File: src/rtl/spi_multi_master.sv
module spi_multi_master #(
  parameter int DW   = 8,
  parameter int DIVW = 8,
  parameter int NSS  = 3
) (
  input  logic            clk,
  input  logic            rst_n,
  input  logic            wr_en,
  input  logic            rd_en,
  input  logic [1:0]      addr,
  input  logic [DW-1:0]   wdata,
  output logic [DW-1:0]   rdata,
  output logic            irq,
  output logic            sclk,
  output logic            mosi,
  input  logic            miso,
  output logic [NSS-1:0]  ss_n
);
  localparam int SELW = $clog2(NSS + 1);
  localparam int CW   = $clog2(2 * DW + 2);
  localparam logic [CW-1:0] LAST = CW'(2 * DW);

  logic            cpol, cpha, lsb;
  logic [SELW-1:0] sel, cur;
  logic [DIVW-1:0] div, hcnt;
  logic [CW-1:0]   ecnt, nxt;
  logic            tog, busy;
  logic [DW-1:0]   txbuf, rxbuf, tx_sh, rx_sh;
  logic            tx_full, rx_full, ovr;

  function automatic logic [DW-1:0] rev(input logic [DW-1:0] v);
    for (int i = 0; i < DW; i++) rev[i] = v[DW-1-i];
  endfunction

  wire wr_ctl = wr_en && addr == 2'd0;
  wire wr_div = wr_en && addr == 2'd1;
  wire wr_dat = wr_en && addr == 2'd2;
  wire wr_st  = wr_en && addr == 2'd3;
  wire rd_dat = rd_en && addr == 2'd2;

  assign nxt = ecnt + 1'b1;
  wire tick    = busy && hcnt == div;
  wire edge_ev = tick && ecnt != LAST;
  wire samp    = edge_ev && (nxt[0] ^ cpha);
  wire shft    = edge_ev && !samp && nxt != CW'(1);
  wire done    = tick && ecnt == LAST;
  wire start   = !busy && tx_full && sel != '0;
  wire load    = start || (done && tx_full);

  assign sclk = cpol ^ tog;
  assign mosi = tx_sh[DW-1];
  assign irq  = irq_q;

  logic irq_q;

  genvar g;
  generate
    for (g = 0; g < NSS; g++) begin : g_sel
      assign ss_n[g] = !(busy && cur == SELW'(g + 1));
    end
  endgenerate

  always_ff @(posedge clk or negedge rst_n) begin
    if (!rst_n) begin
      cpol <= 1'b0; cpha <= 1'b0; lsb <= 1'b0; sel <= '0; div <= '0;
    end else begin
      if (wr_ctl) begin
        cpol <= wdata[0];
        cpha <= wdata[1];
        lsb  <= wdata[2];
        sel  <= wdata[3 +: SELW];
      end
      if (wr_div) div <= wdata[DIVW-1:0];
    end
  end

  always_ff @(posedge clk or negedge rst_n) begin
    if (!rst_n) begin
      busy <= 1'b0; cur <= '0; hcnt <= '0; ecnt <= '0; tog <= 1'b0;
      tx_sh <= '0; rx_sh <= '0;
    end else if (load) begin
      busy  <= 1'b1;
      hcnt  <= '0;
      ecnt  <= '0;
      tog   <= 1'b0;
      tx_sh <= lsb ? rev(txbuf) : txbuf;
      if (!busy) cur <= sel;
    end else if (busy) begin
      hcnt <= tick ? '0 : hcnt + 1'b1;
      if (edge_ev) begin
        tog  <= ~tog;
        ecnt <= nxt;
      end
      if (shft) tx_sh <= {tx_sh[DW-2:0], 1'b0};
      if (samp) rx_sh <= {rx_sh[DW-2:0], miso};
      if (done) busy <= 1'b0;
    end
  end

  always_ff @(posedge clk or negedge rst_n) begin
    if (!rst_n) begin
      txbuf <= '0; tx_full <= 1'b0; rxbuf <= '0; rx_full <= 1'b0;
      irq_q <= 1'b0; ovr <= 1'b0;
    end else begin
      if (load) tx_full <= 1'b0;
      else if (wr_dat && !tx_full) begin
        tx_full <= 1'b1;
        txbuf   <= wdata;
      end
      if (done) begin
        rxbuf   <= lsb ? rev(rx_sh) : rx_sh;
        rx_full <= 1'b1;
      end else if (rd_dat) rx_full <= 1'b0;
      if (done) irq_q <= 1'b1;
      else if (wr_st && wdata[3]) irq_q <= 1'b0;
      if (done && rx_full && !rd_dat) ovr <= 1'b1;
      else if (wr_st && wdata[4]) ovr <= 1'b0;
    end
  end

  always_comb begin
    rdata = '0;
    case (addr)
      2'd0: begin
        rdata[0] = cpol;
        rdata[1] = cpha;
        rdata[2] = lsb;
        rdata[3 +: SELW] = sel;
      end
      2'd1: rdata[DIVW-1:0] = div;
      2'd2: rdata = rxbuf;
      default: rdata[4:0] = {ovr, irq_q, rx_full, tx_full, busy};
    endcase
  end
endmodule

File: config.mk
export PLATFORM = sky130hd
export DESIGN_NAME = spi_multi_master
export DESIGN_NICKNAME = d
export VERILOG_FILES = /design/src/rtl/spi_multi_master.sv
export SDC_FILE = /design/constraint.sdc
export NUM_CORES = 1
export LEC_CHECK = 0
export ABC_AREA = 1
export BUFFER_PORTS_ARGS = -buffer_cell sky130_fd_sc_hd__buf_2
export CORE_UTILIZATION = 40
export CTS_CLUSTER_DIAMETER = 60
export CTS_CLUSTER_SIZE = 28
export DETAILED_ROUTE_END_ITERATION = 16
export GPL_TIMING_DRIVEN = 0
export PLACE_DENSITY = 0.62
export SLEW_MARGIN = 15
export SYNTH_ARGS = -nofsm -noshare
export SYNTH_HDL_FRONTEND = slang
export SYNTH_SLANG_ARGS = --single-unit
export TNS_END_PERCENT = 20
File: constraint.sdc
create_clock -name clk -period 3.2 [get_ports clk]
set_clock_uncertainty 0.15 [all_clocks]
set_input_delay 0.32 -clock clk [delete_from_list [all_inputs] [get_ports clk]]
set_output_delay 0.32 -clock clk [all_outputs]
set_load 0.05 [all_outputs]
==> impl_metrics.env, run 1 <==
export IMPL_worstPathRequired_ns=2.73
export IMPL_status="completed"
export IMPL_die_w_um=96.6
export IMPL_postSynthAreaPerCell_um2=8.07
export IMPL_path_clk_slew_ns=0.07
export IMPL_p_leak_nw=2.06
export IMPL_diodes=0
export IMPL_grt_pass1_wl_um=13600
export IMPL_grt_setup_unrepaired="false"
export IMPL_synth_distinct_cells=30
export IMPL_synth_top_area_share_pct=46.2
export IMPL_cp_start_kind="flip-flop"
export IMPL_setup_viol=0
export IMPL_regToRegSetupSlack_ns=1.18
export IMPL_max_vdd_ir_drop_mv=0.264
export IMPL_antenna_found_initial=0
export IMPL_power_density_mw_per_mm2=715
export IMPL_drt_iter0_markers=134
export IMPL_clk_latency_ns=0.35
export IMPL_synth_area_mm2=0.00358
export IMPL_hp_class="in -> reg"
export IMPL_hold_viol=0
export IMPL_cts_root_buf="clkbuf_8"
export IMPL_maxUsedRoutingLayer="met4"
export IMPL_htreeDepth=3
export IMPL_synth_area_top_cells="dfrtp_1, nand2_1, inv_1, o21ai_0, nand3_1"
export IMPL_met1_length_um=3980
export IMPL_period_share_pct=87.1
export IMPL_wl_met3_um=275
export IMPL_path_class="reg -> out"
export IMPL_fin_crit_ns=2.79
export IMPL_cts_repair_resized=0
export IMPL_ys_ff_latch=66
export IMPL_rows=34
export IMPL_drtAntennaViolNets=0
export IMPL_drtPass1Iterations=4
export IMPL_critPathMaxFanout=10
export IMPL_worstPathArrival_ns=2.32
export IMPL_tns_ns=0
export IMPL_drive_gt1_share_pct=15.7
export IMPL_finalWeightedCongestion=0.861
export IMPL_wl_per_cell_um=13.8
export IMPL_relSlewSlack_pct=61.0
export IMPL_synth_nets=467
export IMPL_syn_to_final_growth_pct=13.2
export IMPL_worst_r2r_cell_count=9
export IMPL_cts_num_sinks=66
export IMPL_core_area_mm2=0.00868
export IMPL_post_cts_setup_buffer_count=0
export IMPL_routed_via_count=2953
export IMPL_timing_fmax_mhz=359
export IMPL_met2_length_um=3830
export IMPL_die_h_um=96.6
export IMPL_cts_tree="yes"
export IMPL_port_buffer_count=28
export IMPL_numCtsBuffers=9
export IMPL_ys_warn_count=0
export IMPL_grt_max_degree=44
export IMPL_nFillCells=894
export IMPL_tightest_slew_ns=0.584
export IMPL_finalWirelength_um=8220
export IMPL_synth_seq_area_share_pct=46.2
export IMPL_layout_commonest_cell="nand2_1"
export IMPL_finalHoldWorstSlack_ns=0.0657
export IMPL_via_per_inst=4.95
export IMPL_gr_total_overflow=0
export IMPL_synth_largest_area_cell="dfrtp_1"
export IMPL_hold_path_cell_count=3
export IMPL_initial_core_util_pct=41.2
export IMPL_endpoint_kind="output port"
export IMPL_die_area_mm2=0.00932
export IMPL_ctsHoldBuffers=1
export IMPL_regArea_mm2=0.00165
export IMPL_slew_viol_final=0
export IMPL_track_usage_pct=19.8
export IMPL_multiInputGateArea_mm2=0.00159
export IMPL_grt_pass1_vias=2715
export IMPL_drc=0
export IMPL_io_pins=29
export IMPL_final_nets=508
export IMPL_drv_cap=0
export IMPL_synthCells=443
export IMPL_dp_hpwl_um=6140
export IMPL_mostFrequentLayoutCells="nand2_1, dfrtp_1, inv_1, o21ai_0, nand3_1"
export IMPL_clock_path_buffers=2
==> final cells by class <==
cell class	instances	area share [%]
inverters	68	6.31
well taps	108	3.34
flip-flops and latches	66	40.8
multi-input cells	296	39.4
clock buffers	11	3.25
clock inverters	5	0.773
plain buffers	13	1.89
repair buffers	30	4.27
==> critical path: stages, from the launching register on <==
cell and delay [ns]:
dfrtp_1 0.32, clkbuf_1 0.34, clkbuf_1 0.40, buf_2 0.29, a21oi_1 0.09, o21ai_0 0.22, buf_2 0.31
==> synth_stat cells <==
library cell / number
o21ai_0: 44
inv_1: 65
or2_2: 1
mux2_2: 9
ha_1: 9
o21ai_4: 1
buf_6: 3
nand3_2: 1
nor2_1: 16
buf_2: 4
nand2_4: 2
xor2_1: 5
a21oi_2: 2
nand2_1: 121
nor2_8: 1
clkbuf_1: 6
nor3_1: 2
nor2_4: 1
dfrtp_1: 66
o22ai_1: 6
nand4_1: 9
inv_2: 3
nand3_1: 34
o211ai_1: 4
xnor2_1: 2
mux2i_1: 1
o21ai_2: 6
a211oi_1: 4
a21oi_1: 12
nand3b_1: 3
==> through the flow <==
step | setup WS (ns) | area, um^2 | util, % | total power [W] | std cells
floorplan | 0.469 | 3580 | - | 0.00203 | 443
global placement | 0.841 | 3850 | 44.4 | 0.00226 | 579
detailed placement | 0.843 | 3870 | 44.6 | 0.00229 | 580
CTS | 0.432 | 4050 | 46.6 | 0.00291 | 597
global route | 0.225 | 4050 | 46.6 | 0.00313 | 597
finish | 0.413 | 4050 | 46.6 | 0.00289 | 597
==> registers in the layout, summed over array words and instances (netlist names), 2 cells and up <==
signal	count
div	8
hcnt	8
rx_sh	8
rxbuf	8
tx_sh	8
txbuf	8
ecnt	5
cur	2
sel	2
==> final timing paths <==
path                               start       end
min in group asynchronous          rst_n      busy
worst min register to register  rx_sh[1]  rx_sh[1]
worst max register to register   ecnt[0]   hcnt[1]
worst min-delay path                miso  rx_sh[0]
worst max-delay path                 lsb  rdata[2]
max in group asynchronous          rst_n  rxbuf[0]
==> cells by family after synthesis <==
group	Yosys count	share of synthesized area (%)
AO/OA/AOI/OAI	79	13.0
flip-flops	66	46.2
buffers and inverters	81	9.27
AND/OR/NAND/NOR	191	23.6
adder cells (fa/ha/maj)	9	3.15
multiplexers	10	3.11
XOR/XNOR	7	1.71
==> layer usage <==
metal | GRT usage (%) | vias to the layer above
li1 | - | 1516
met1 | 27.6 | 1376
met2 | 30.9 | 48
met3 | 3.83 | 13
met4 | 6.62 | 0
met5 | 0 | -
==> report_power, final <==
group | switching (W) | leakage, nW | internal, W
registers | 0.000207 | 0.856 | 0.00106
clock network | 0.000333 | 0.0831 | 0.000279
logic | 0.000656 | 1.12 | 0.000360
total | 0.00120 | 2.06 | 0.00170
No activity file was read; power rests on OpenSTA's default activity.
==> run 2, diff against run 1 <==
--- a/config.mk
+++ b/config.mk
@@ -7,12 +7,13 @@
 export LEC_CHECK = 0
 export ABC_AREA = 1
 export BUFFER_PORTS_ARGS = -buffer_cell sky130_fd_sc_hd__buf_2
-export CORE_UTILIZATION = 40
+export CORE_UTILIZATION = 60
 export CTS_CLUSTER_DIAMETER = 60
 export CTS_CLUSTER_SIZE = 28
 export DETAILED_ROUTE_END_ITERATION = 16
 export GPL_TIMING_DRIVEN = 0
-export PLACE_DENSITY = 0.62
+export PLACE_DENSITY = 0.85
+export SETUP_SLACK_MARGIN = 0.15
 export SLEW_MARGIN = 15
 export SYNTH_ARGS = -nofsm -noshare
 export SYNTH_HDL_FRONTEND = slang
==> impl_metrics.env, run 2 (synthesis gave the netlist of run 1 again) <==
export IMPL_io_pins=29
export IMPL_grt_pass1_wl_um=14100
export IMPL_power_density_mw_per_mm2=777
export IMPL_crit_slowest_cell="clkbuf_1"
export IMPL_r2r_start="hcnt[0]"
export IMPL_max_vdd_ir_drop_mv=0.459
export IMPL_met1_length_um=3710
export IMPL_rows=27
export IMPL_period_share_pct=84.4
export IMPL_die_w_um=79.2
export IMPL_mostFrequentLayoutCells="nand2_1, dfrtp_1, inv_1, o21ai_0, nand3_1"
export IMPL_grt_max_degree=39
export IMPL_cts_tree="yes"
export IMPL_wl_per_cell_um=14.8
export IMPL_grt_pass1_vias=2919
export IMPL_drtPass1Iterations=5
export IMPL_drive_gt1_share_pct=16.2
export IMPL_whs_endpoint="rx_sh[0]"
export IMPL_ctsHoldBuffers=1
export IMPL_slew_viol_final=0
export IMPL_port_buffer_count=28
export IMPL_hold_viol=0
export IMPL_slowest_delay_ns=0.39
export IMPL_p_total_w=0.00317
export IMPL_initial_core_util_pct=63.4
export IMPL_layout_commonest_cell="nand2_1"
export IMPL_cts_num_sinks=66
export IMPL_cts_root_buf="clkbuf_8"
export IMPL_nFillCells=421
export IMPL_hp_class="in -> reg"
export IMPL_crit_chain="clkbuf_1, clkbuf_1, buf_2, a21oi_1, o21ai_0, buf_2"
export IMPL_tns_ns=0
export IMPL_relSlewSlack_pct=61.1
export IMPL_final_util_pct=72.3
export IMPL_post_cts_setup_buffer_count=0
export IMPL_final_nets=508
export IMPL_finalWirelength_um=8290
export IMPL_antenna_found_initial=0
export IMPL_syn_to_final_growth_pct=14.1
export IMPL_timing_fmax_mhz=370
export IMPL_hold_path_cell_count=3
export IMPL_cts_repair_resized=0
export IMPL_routed_via_count=3118
export IMPL_endpoint_kind="output port"
export IMPL_clock_path_buffers=2
export IMPL_regToRegSetupSlack_ns=1.04
export IMPL_path_clk_slew_ns=0.07
export IMPL_die_area_mm2=0.00627
export IMPL_core_area_mm2=0.00564
export IMPL_htreeDepth=3
export IMPL_via_per_inst=5.56
export IMPL_diodes=0
export IMPL_finalWeightedCongestion=0.896
export IMPL_worst_r2r_cell_count=11
export IMPL_path_class="reg -> out"
export IMPL_setup_viol=0
export IMPL_fin_crit_ns=2.70
export IMPL_critPathBufInv=4
export IMPL_cp_top_family="buffers and inverters"
export IMPL_timing_rr_end="tx_sh[1]"
export IMPL_status="completed"
export IMPL_worstPathArrival_ns=2.23
export IMPL_worstPathRequired_ns=2.73
export IMPL_gr_total_overflow=0
export IMPL_holdCritStartpoint="miso"
export IMPL_tightest_slew_ns=0.581
export IMPL_met2_length_um=3930
export IMPL_drc=0
export IMPL_dp_hpwl_um=5830
export IMPL_wl_met3_um=484
export IMPL_grt_setup_unrepaired="false"
export IMPL_cp_start_kind="flip-flop"
export IMPL_p_leak_nw=2.09
export IMPL_track_usage_pct=30.0
export IMPL_drtAntennaViolNets=0
export IMPL_die_h_um=79.2
export IMPL_critPathMaxFanout=10
export IMPL_drt_iter0_markers=289
export IMPL_clk_latency_ns=0.35
export IMPL_drv_cap=0
export IMPL_maxUsedRoutingLayer="met4"
export IMPL_numCtsBuffers=9
[run 2: cell types whose count changed in the layout (fill, tap and decap cells not counted)]
cell,delta
clkinv_4,-1
clkinvlp_4,+2
bufinv_16,+3
clkinv_2,-2
clkbuf_1,-2
[run 2: worst max path at each step]
stage                     start  slack (ns)  cells past startpoint        to
after floorplan             lsb        0.47                      5  rdata[2]
after global placement      lsb        0.95                      6  rdata[2]
after CTS                   lsb        0.53                      6  rdata[2]
final                       lsb        0.50                      6  rdata[2]
after detailed placement    lsb        0.92                      6  rdata[2]
after global routing        lsb        0.37                      6  rdata[2]
[run 2: where the power goes]
part,switching (W),internal [W]
Sequential,0.000215,0.00106
Clock,0.000345,0.000516
Combinational,0.000676,0.000361
Total,0.00123,0.00194
[run 2: layout make-up]
cell class / count / area [um^2] / area share [%]
Clock buffer: 9 / 124 / 3.04
Clock inverter: 7 / 118 / 2.88
Inverter: 68 / 255 / 6.26
Multi-Input combinational cell: 296 / 1590 / 39.0
Sequential cell: 66 / 1650 / 40.5
Timing Repair Buffer: 30 / 173 / 4.23
Tap cell: 72 / 90.1 / 2.21
Buffer: 13 / 76.3 / 1.87
[run 2: metrics by stage]
step / cell area [um^2] / worst slack (ns) / hold slack, ns / instances
6_report: 4080 / 0.500 / 0.0640 / 561
5_1_grt: 4080 / 0.369 / 0.0952 / 561
4_1_cts: 4080 / 0.526 / 0.0576 / 561
3_5_place_dp: 3830 / 0.923 / 0.116 / 544
3_3_place_gp: 3810 / 0.945 / 0.317 / 543
2_1_floorplan: 3580 / 0.469 / -0.126 / 443
[run 2: tightest hold or removal path, cell delays in order]
cell and delay [ns]:
buf_2 0.08, nor2_1 0.04, a21oi_2 0.09
[run 2: metal layers]
layer  up-vias  global-route usage [%]
met2       113                    45.4
met4         0                    15.5
met3        12                    4.25
li1       1515                       -
met1      1478                    42.1
met5         -                       0
==> run 3, diff against run 2 <==
==> constraint.sdc (replaced) <==
create_clock -name clk -period 2.5 [get_ports clk]
set_clock_uncertainty 0.15 [all_clocks]
set_input_delay 0.25 -clock clk [delete_from_list [all_inputs] [get_ports clk]]
set_output_delay 0.25 -clock clk [all_outputs]
set_load 0.05 [all_outputs]
==> impl_metrics.env, run 3 (synthesis gave the netlist of run 1 again) <==
export IMPL_routed_via_count=3199
export IMPL_grt_pass1_vias=3112
export IMPL_crit_chain="clkbuf_2, clkbuf_2, buf_2, a21oi_1, o21ai_1, buf_2"
export IMPL_tightest_slew_ns=0.587
export IMPL_final_nets=508
export IMPL_die_area_mm2=0.00627
export IMPL_relSlewSlack_pct=60.9
export IMPL_dp_cells=544
export IMPL_drv_cap=0
export IMPL_crit_slowest_cell="dfrtp_1"
export IMPL_worstPathRequired_ns=2.10
export IMPL_fin_crit_ns=2.32
export IMPL_io_pins=29
export IMPL_gr_total_overflow=0
export IMPL_path_clk_slew_ns=0.07
export IMPL_path_class="reg -> out"
export IMPL_die_h_um=79.2
export IMPL_p_leak_nw=2.12
export IMPL_slew_viol_final=0
export IMPL_p_total_w=0.00416
export IMPL_drive_gt1_share_pct=16.6
export IMPL_cts_num_sinks=66
export IMPL_clk_latency_ns=0.35
export IMPL_slowest_delay_ns=0.34
export IMPL_power_density_mw_per_mm2=1010
export IMPL_clock_path_buffers=2
export IMPL_endpoint_kind="output port"
export IMPL_syn_to_final_growth_pct=15.1
export IMPL_grt_setup_unrepaired="true"
export IMPL_wl_per_cell_um=15.1
export IMPL_die_w_um=79.2
export IMPL_layout_commonest_cell="nand2_1"
export IMPL_drtPass1Iterations=5
export IMPL_drtAntennaViolNets=0
export IMPL_grt_pass1_wl_um=14300
export IMPL_via_per_inst=5.70
export IMPL_hold_viol=0
export IMPL_hp_class="in -> reg"
export IMPL_instances_no_fill=561
export IMPL_final_util_pct=73.0
export IMPL_grt_max_degree=46
export IMPL_track_usage_pct=30.5
export IMPL_initial_core_util_pct=63.4
export IMPL_htreeDepth=3
export IMPL_cp_start_kind="flip-flop"
export IMPL_worstPathArrival_ns=1.92
export IMPL_timing_fmax_mhz=431
export IMPL_multiInputGateArea_mm2=0.00159
export IMPL_drc=0
export IMPL_rows=27
export IMPL_period_share_pct=92.9
export IMPL_numCtsBuffers=9
export IMPL_max_vdd_ir_drop_mv=0.641
export IMPL_core_area_mm2=0.00564
export IMPL_tns_ns=0
export IMPL_mostFrequentLayoutCells="nand2_1, dfrtp_1, inv_1, o21ai_0, nand3_1"
export IMPL_dp_hpwl_um=6010
export IMPL_cts_root_buf="clkbuf_8"
export IMPL_regArea_mm2=0.00165
export IMPL_antenna_found_initial=0
export IMPL_setup_viol=0
export IMPL_critPathMaxFanout=10
export IMPL_status="completed"
export IMPL_finalHoldWorstSlack_ns=0.00335
export IMPL_finalWirelength_um=8490
export IMPL_drt_iter0_markers=236
export IMPL_port_buffer_count=28
export IMPL_nFillCells=424
export IMPL_finalWeightedCongestion=0.914
export IMPL_diodes=0
export IMPL_cts_tree="yes"
run 3: area by class of cell:
cell class / count / area share, %
Sequential cell: 66 / 40.1
Clock inverter: 5 / 3.04
Timing Repair Buffer: 30 / 4.38
Tap cell: 72 / 2.19
Buffer: 13 / 1.95
Inverter: 68 / 6.20
Clock buffer: 11 / 3.43
Multi-Input combinational cell: 296 / 38.7
run 3: final timing paths:
check	start	end	slack [ns]	cells past startpoint
setup / recovery	lsb	rdata[2]	0.18	6
hold / removal	miso	rx_sh[0]	0.003	3
setup reg to reg	ecnt[0]	hcnt[0]	0.39	9
hold reg to reg	rx_sh[1]	rx_sh[1]	0.34	2
max in group asynchronous	rst_n	div[6]	1.50	3
min in group asynchronous	rst_n	div[4]	0.19	2
run 3: report_power, final:
group,internal (W),total [W],switching (W)
Sequential,0.00136,0.00163,0.000275
Combinational,0.000465,0.00133,0.000865
Clock,0.000789,0.00120,0.000408
run 3: routing by layer:
layer | vias up | global-route usage, % | wire length (um)
met3 | 22 | 7.24 | 512
met4 | 0 | 14.0 | 223
li1 | 1509 | - | -
met2 | 126 | 48.8 | 4100
met1 | 1542 | 39.1 | 3650
met5 | - | 0 | 0
run 3: timing repair:
item / 4_1_cts / 5_1_grt
gates resized for setup: 2 / 2
endpoints found under the setup margin: 1 / 3
hold buffers: 1 / 0
setup buffers: 0 / 0
endpoints found under the hold margin: 66 / 0
run 3: critical path: cells and delay by family, from the launching register on:
kind,cells,cell delay (ns)
compound gates,2,0.22
buf+inv,4,1.01
flops,1,0.34
run 3: stage by stage:
step	worst slack, ns	area [um^2]
2_1_floorplan	0.216	3580
3_5_place_dp	0.303	3840
4_1_cts	0.211	4120
6_report	0.179	4120
3_3_place_gp	0.349	3810
5_1_grt	0.107	4120
